File: src/rtl/ssa_pkg.sv
package ssa_pkg;
    typedef enum logic {
        SSA_SINGLE = 1'b0,
        SSA_MULTI  = 1'b1
    } ssa_mode_e;
endpackage

File: src/rtl/ssa_accept_window.sv
// Remembers whether upstream ready was high one cycle ago and flags a late beat.
module ssa_accept_window (
    input  logic clk,
    input  logic rst_n,
    input  logic rdy_now,
    input  logic beat_vld,
    output logic late
);
    typedef struct packed {
        logic rdy_prev;
    } win_t;

    win_t win_d, win_q;

    always_comb begin
        win_d          = win_q;
        win_d.rdy_prev = rdy_now;
    end

    always_ff @(posedge clk) begin
        if (!rst_n) win_q <= '0;
        else        win_q <= win_d;
    end

    assign late = beat_vld & ~rdy_now & win_q.rdy_prev;
endmodule

File: src/rtl/ssa_hold_reg.sv
// One-entry store for the beat that arrives after ready falls.
module ssa_hold_reg #(
    parameter int DATA_W = 32
) (
    input  logic              clk,
    input  logic              rst_n,
    input  logic              cap,
    input  logic [DATA_W-1:0] cap_data,
    input  logic              drain,
    output logic              hold_v,
    output logic [DATA_W-1:0] hold_data
);
    typedef struct packed {
        logic              v;
        logic [DATA_W-1:0] data;
    } hold_t;

    hold_t hold_d, hold_q;

    always_comb begin
        hold_d = hold_q;
        if (drain) hold_d.v = 1'b0;
        if (cap) begin
            hold_d.v    = 1'b1;
            hold_d.data = cap_data;
        end
    end

    always_ff @(posedge clk) begin
        if (!rst_n) hold_q <= '0;
        else        hold_q <= hold_d;
    end

    assign hold_v    = hold_q.v;
    assign hold_data = hold_q.data;
endmodule

File: src/rtl/ssa_core_mux.sv
// Selects the held beat ahead of a pass-through beat for the core.
module ssa_core_mux #(
    parameter int DATA_W = 32
) (
    input  logic              en,
    input  logic              hold_v,
    input  logic [DATA_W-1:0] hold_data,
    input  logic              pass_vld,
    input  logic [DATA_W-1:0] pass_data,
    output logic              core_valid,
    output logic [DATA_W-1:0] core_data,
    output logic              drain
);
    always_comb begin
        core_valid = 1'b0;
        core_data  = '0;
        drain      = 1'b0;
        if (en && hold_v) begin
            core_valid = 1'b1;
            core_data  = hold_data;
            drain      = 1'b1;
        end else if (en && pass_vld) begin
            core_valid = 1'b1;
            core_data  = pass_data;
        end
    end
endmodule

File: src/rtl/stream_stall_adapter.sv
module stream_stall_adapter #(
    parameter int               DATA_W = 32,
    parameter ssa_pkg::ssa_mode_e MODE = ssa_pkg::SSA_SINGLE
) (
    input  logic              clk,
    input  logic              rst_n,
    input  logic [DATA_W-1:0] s_tdata,
    input  logic              s_tvalid,
    output logic              s_tready,
    input  logic              dn_ready,
    output logic              core_en,
    output logic              core_valid,
    output logic [DATA_W-1:0] core_data
);
    logic              hold_v;
    logic [DATA_W-1:0] hold_data;
    logic              drain;

    generate
        if (MODE == ssa_pkg::SSA_SINGLE) begin : g_single
            logic late;

            assign s_tready = rst_n & dn_ready & ~hold_v;
            assign core_en  = dn_ready;

            ssa_accept_window win_i (
                .clk      (clk),
                .rst_n    (rst_n),
                .rdy_now  (s_tready),
                .beat_vld (s_tvalid),
                .late     (late)
            );

            ssa_hold_reg #(.DATA_W(DATA_W)) hold_i (
                .clk       (clk),
                .rst_n     (rst_n),
                .cap       (late),
                .cap_data  (s_tdata),
                .drain     (drain),
                .hold_v    (hold_v),
                .hold_data (hold_data)
            );

            ssa_core_mux #(.DATA_W(DATA_W)) mux_i (
                .en         (dn_ready),
                .hold_v     (hold_v),
                .hold_data  (hold_data),
                .pass_vld   (s_tvalid & s_tready),
                .pass_data  (s_tdata),
                .core_valid (core_valid),
                .core_data  (core_data),
                .drain      (drain)
            );
        end else begin : g_multi
            logic unused_multi;

            assign unused_multi = dn_ready ^ rst_n ^ clk ^ drain;
            assign s_tready     = 1'b1;
            assign core_en      = 1'b1;
            assign hold_v       = 1'b0;
            assign hold_data    = '0;

            ssa_core_mux #(.DATA_W(DATA_W)) mux_i (
                .en         (1'b1),
                .hold_v     (hold_v),
                .hold_data  (hold_data),
                .pass_vld   (s_tvalid),
                .pass_data  (s_tdata),
                .core_valid (core_valid),
                .core_data  (core_data),
                .drain      (drain)
            );
        end
    endgenerate
endmodule

File: config.mk
export PLATFORM = sky130hd
export DESIGN_NAME = stream_stall_adapter
export DESIGN_NICKNAME = d
export VERILOG_FILES = /design/src/rtl/ssa_pkg.sv /design/src/rtl/ssa_accept_window.sv /design/src/rtl/ssa_hold_reg.sv /design/src/rtl/ssa_core_mux.sv /design/src/rtl/stream_stall_adapter.sv
export SDC_FILE = /design/constraint.sdc
export NUM_CORES = 1
export LEC_CHECK = 0
export CAP_MARGIN = 30
export CORE_MARGIN = 2
export CORE_UTILIZATION = 35
export CTS_BUF_LIST = sky130_fd_sc_hd__clkbuf_16
export CTS_CLUSTER_DIAMETER = 30
export DETAILED_ROUTE_END_ITERATION = 10
export DONT_BUFFER_PORTS = 1
export GPL_TIMING_DRIVEN = 0
export PLACE_DENSITY_LB_ADDON = 0.08
export SLEW_MARGIN = 20
export SYNTH_ARGS = -nofsm -noshare
export SYNTH_HDL_FRONTEND = slang
export SYNTH_SLANG_ARGS = --single-unit
File: constraint.sdc
create_clock -name clk -period 1.8 [get_ports clk]
set_input_delay 0.09 -clock clk [delete_from_list [all_inputs] [get_ports clk]]
set_output_delay 0.09 -clock clk [all_outputs]
set_load 0.01 [all_outputs]
## After elaboration in Yosys (flattened, before gate mapping)

Index checks and enable logic that the tools add are counted.

| cells by class | value |
|---|---|
| reduce and logical (&&, ||, !) cells | 3 |
| multiplexer cells | 7 |
| bitwise operators | 7 |

Operators by type and width:

| operator | count |
|---|---|
| two-way mux 32 bit | 2 |
| two-way mux 33 bit | 1 |
| bitwise AND 1 bit | 5 |
| two-way mux 1 bit | 4 |
| logical AND 1 bit | 2 |
| NOT 1 bit | 2 |
| nonzero test 2 bit | 1 |

| word-level totals | value |
|---|---|
| register bits | 34 |
| word-level logic and storage cells | 20 |

## Longest topological paths before layout

| logic depth | value |
|---|---|
| depth after elaboration | 6 |
| depth in mapped cells | 5 |
| mapped depth without buffers | 3 |

## By module

Synthesis repeated with hierarchy kept, for this count alone.

| second synthesis, totals | value |
|---|---|
| cells, all modules | 159 |
| area, all modules | 1790.5 um^2 |

Modules (own cells, without submodules):

| module | instances | cells an instance | area each (um^2) |
|---|---|---|---|
| ssa_hold_reg | 1 | 106 | 1277.5 |
| ssa_core_mux | 1 | 47 | 449.2 |
| ssa_accept_window | 1 | 3 | 36.3 |
| stream_stall_adapter | 1 | 3 | 27.5 |

## Worst setup path before layout

No wires, ideal clock.

| timing path | value |
|---|---|
| path type | register to register |
| start point | register g_single.hold_i.hold_q, in the netlist g_single.hold_i.hold_v |
| end point | register g_single.hold_i.hold_q, in the netlist g_single.hold_i.hold_data[0] |
| cell stages (with the launch flop) | 5 |
| clock period less this slack | 1.174 ns |
| data arrival time | 1.103 ns |
| setup slack | 0.626 ns |
| cell sequence | dfxtp_1 and3b_4 nor2_8 buf_12 mux2i_1 |

| on the way | value |
|---|---|
| longest elaborated chain between the ends | 5 |

Ends and longest elaborated chain:

| element | RTL line | RTL |
|---|---|---|
| from (decl) | ssa_hold_reg.sv:18 | `hold_t hold_d, hold_q;` |
| from (signal assigned) | ssa_hold_reg.sv:31 | `else hold_q <= hold_d;` |
| NOT 1 bit | stream_stall_adapter.sv:23 | `assign s_tready = rst_n & dn_ready & ~hold_v;` |
| bitwise AND 1 bit | stream_stall_adapter.sv:23 |  |
| named net s_tready | stream_stall_adapter.sv:9 | `output logic s_tready,` |
| NOT 1 bit | ssa_accept_window.sv:25 | `assign late = beat_vld & ~rdy_now & win_q.rdy_prev;` |
| bitwise AND 1 bit (2 in series) | ssa_accept_window.sv:25 |  |

The timed path passes the listed nets, and every way through them passes these cells.
A chain may end at the register's enable or synchronous reset.

## Final worst setup path

| timing path | value |
|---|---|
| start point | register g_single.hold_i.hold_q, in the netlist g_single.hold_i.hold_v |
| end point | output port core_data[15] |

| on the way | value |
|---|---|
| longest elaborated chain between the ends | 6 |
| elaborated cells on any way between the ends | 7 |

Ends and longest elaborated chain:

| element | RTL line | RTL |
|---|---|---|
| NOT 1 bit | stream_stall_adapter.sv:23 |  |
| bitwise AND 1 bit | stream_stall_adapter.sv:23 |  |
| bitwise AND 1 bit | stream_stall_adapter.sv:48 | `.pass_vld (s_tvalid & s_tready),` |
| logical AND 1 bit | ssa_core_mux.sv:22 | `end else if (en && pass_vld) begin` |
| two-way mux 32 bit | ssa_core_mux.sv:22 |  |
| two-way mux 32 bit (*) | ssa_core_mux.sv:18 | `if (en && hold_v) begin` |
| to (decl) | stream_stall_adapter.sv:13 | `output logic [DATA_W-1:0] core_data` |

Every way passes the cells marked *; elsewhere a longest branch is shown, timed or not.

==> out/results.txt <==
Hold Path Sink - g_single.hold_i.hold_v
ANT nets after route - 0
worst skew pair latency - 0.28 ns
placed cell area - 1960 sq um
Setup TNS Final - 0 ns
IO Count - 71
design area - 2430 sq um
global-route wire length before repair - 8110 microns
vias in the first global route - 1678
run status - finished clean
average wire per standard cell - 13.3 microns
r2r startpoint - g_single.hold_i.hold_v
# diodes - 0
DP Wirelength - 3310 microns
LEAKAGE - 0.975 nW
height of the die - 77.1 microns
average size of a mapped cell - 7.25 sq um
Worst setup SP type - register
Crit Path Max Fanout - 10
Seq pwr share - 43.1%
Worst Tran Pin Value - 0.458 ns
GRT Util Overall - 17.3%
CTS tree - built
Post-Syn Area - 1870 sq um
die area - 5940 sq um
starting density of the core - 36.4%
Tot Pwr - 0.00183 W
setup violators final - 0
FMAX - 617 MHz
Yosys Warn Count - 0
DRC Markers - 0
Arr. time, crit path - 1.53 ns
H-tree levels - 2
root cell of the clock tree - clkbuf_16
Clock transition at path regs - 0.05 ns
Hold Crit Class - input pin to register
Gate Count Post-Synth - 258
Worst EP required - 1.71 ns
most frequently used flop master after synthesis - dfxtp_1
num rows - 26
Final #Nets - 334
WHS Path Cells - 2
Max-Cap Viols - 0
initial drt markers - 45
hold_ws - 0.0324 ns
RSZ-0062 raised after global routing - false
layout cell share with drive strength beyond 1 - 8.03%
largest net degree at the start of global routing - 11
syn_nets - 294
combinational power share - 13.3%
crit end category - output port
worst slack at placement - 0.333 ns
worst r2r path cells - 4
Slew HR - 69.5%
Unique masters post-synth - 17
area grow syn2layout - 30.0%
post-CTS setup buffers - 0
most common cell after layout, fill and taps aside - nand2_1
Post-synth EDFFs - 0
DR vias - 1741
reg2reg end - g_single.hold_i.hold_data[2]
Switch Pwr - 0.000439 W
Pint - 0.00139 W
register area share after synthesis - 36.4%
gp weighted congestion - 0.673
clock skew - 0.00448 ns
commonest non-fill, non-tap cells in the layout - nand2_1, dfxtp_1, dlygate4sd3_1
initial antenna violation count - 0
Final Hold Violating Endpoints - 0
R2R setup slack - 0.47 ns
setup ws final - 0.179 ns
clock sinks - 34
Hold Path Origin - dn_ready
Max Buffers Root-to-Sink - 2
Slew Limit Fails - 0
switch share - 24.0%
Core Box Area - 5140 sq um
final WL - 4890 microns
ys async rst share - 0%
fillers - 560
clock period minus worst slack - 1.62 ns
PD cells - 753 nW/um^2
Final Cycle Share - 90.1%
die width - 77.1 microns
Initial DRT Pass Iterations - 4
critical path class - register to output port
flops & latches, synth - 34
total gr overflow - 0
IO Port Bufs - 0
clock network fraction of total power - 43.6%
vias per std cell - 4.72
TritonCTS Buffers - 5
Worst VDD drop - 0.000465 V
power by group through the flow:
stage          Sequential (W)  Combinational, W  Clock, W
4_1_cts              0.000789          0.000247  0.000820
6_report             0.000789          0.000244  0.000797
3_3_place_gp         0.000805          0.000188         0
5_1_grt              0.000792          0.000272  0.000849
2_1_floorplan        0.000802          0.000154         0
3_5_place_dp         0.000804          0.000189         0
registers in the layout (all words and copies together) (netlist names):
name                       count
g_single.hold_i.hold_data     32
g_single.hold_i.hold_v         1
g_single.win_i.win_q           1
cell type report:
type	instances	area (sq um)	area share (%)
Multi-Input combinational cell	202	1040	42.9
Sequential cell	34	681	28.0
Timing Repair Buffer	33	330	13.6
Buffer	21	149	6.13
Clock buffer	5	125	5.15
Tap cell	70	87.6	3.60
Clock inverter	3	11.3	0.463
Inverter	1	3.75	0.154
synthesized netlist by cell type (all sizes together), types with 2 or more instances:
| master | number | area share (%) |
|---|---|---|
| and3b | 2 | 1.2 |
| a21oi | 32 | 8.6 |
| clkbuf | 8 | 1.6 |
| dfxtp | 34 | 36 |
| mux2i | 32 | 17 |
| nand2 | 131 | 26 |
| buf | 13 | 6.0 |
how the worst max path moves through the flow:
stage,depth (start not counted),slack [ns],from,to
global placement,4,0.33,g_single.hold_i.hold_v,core_data[15]
detailed placement,4,0.33,g_single.hold_i.hold_v,core_data[15]
finish,5,0.18,g_single.hold_i.hold_v,core_data[15]
CTS,4,0.03,g_single.hold_i.hold_v,core_data[15]
global route,5,0.08,g_single.hold_i.hold_v,core_data[15]
floorplan,4,0.63,g_single.hold_i.hold_v,g_single.hold_i.hold_data[0]
through the flow:
stage / utilization (%) / instances
after global routing: 47.3 / 369
after global placement: 38.1 / 328
final: 47.3 / 369
after detailed placement: 38.1 / 328
after floorplan: - / 258
after CTS: 47.2 / 369
logic make-up after synthesis:
group           count (synthesis)  synth area share [%]
flops                          34                  36.4
buf+inv                        22                  7.83
simple gates                  136                  29.3
compound gates                 34                  9.37
mux                            32                  17.1
critical path, cell delays in order, from the launching register on:
cell and delay, ns:
dfxtp_1 0.40, and2_1 0.14, buf_2 0.13, buf_2 0.24, nand2_1 0.08, a21oi_1 0.26
timing repair:
| item | 4_1_cts | 5_1_grt |
|---|---|---|
| setup endpoints to repair | 0 | 19 |
| hold buffers | 33 | 0 |
| gates resized for setup | 0 | 8 |
| hold endpoints to repair | 33 | 0 |
metal layers:
metal  global-route usage [%]  wire [microns]  up-vias  share of wire [%]
li1                         -               -      911                  -
met1                     22.6            2200      771                 45
met2                     27.0            2260       52                 46
met3                     4.71             353        7                7.2
met4                     6.96              72        0                1.5
met5                        0               0        -                  0
No activity file was read; power rests on OpenSTA's default activity.
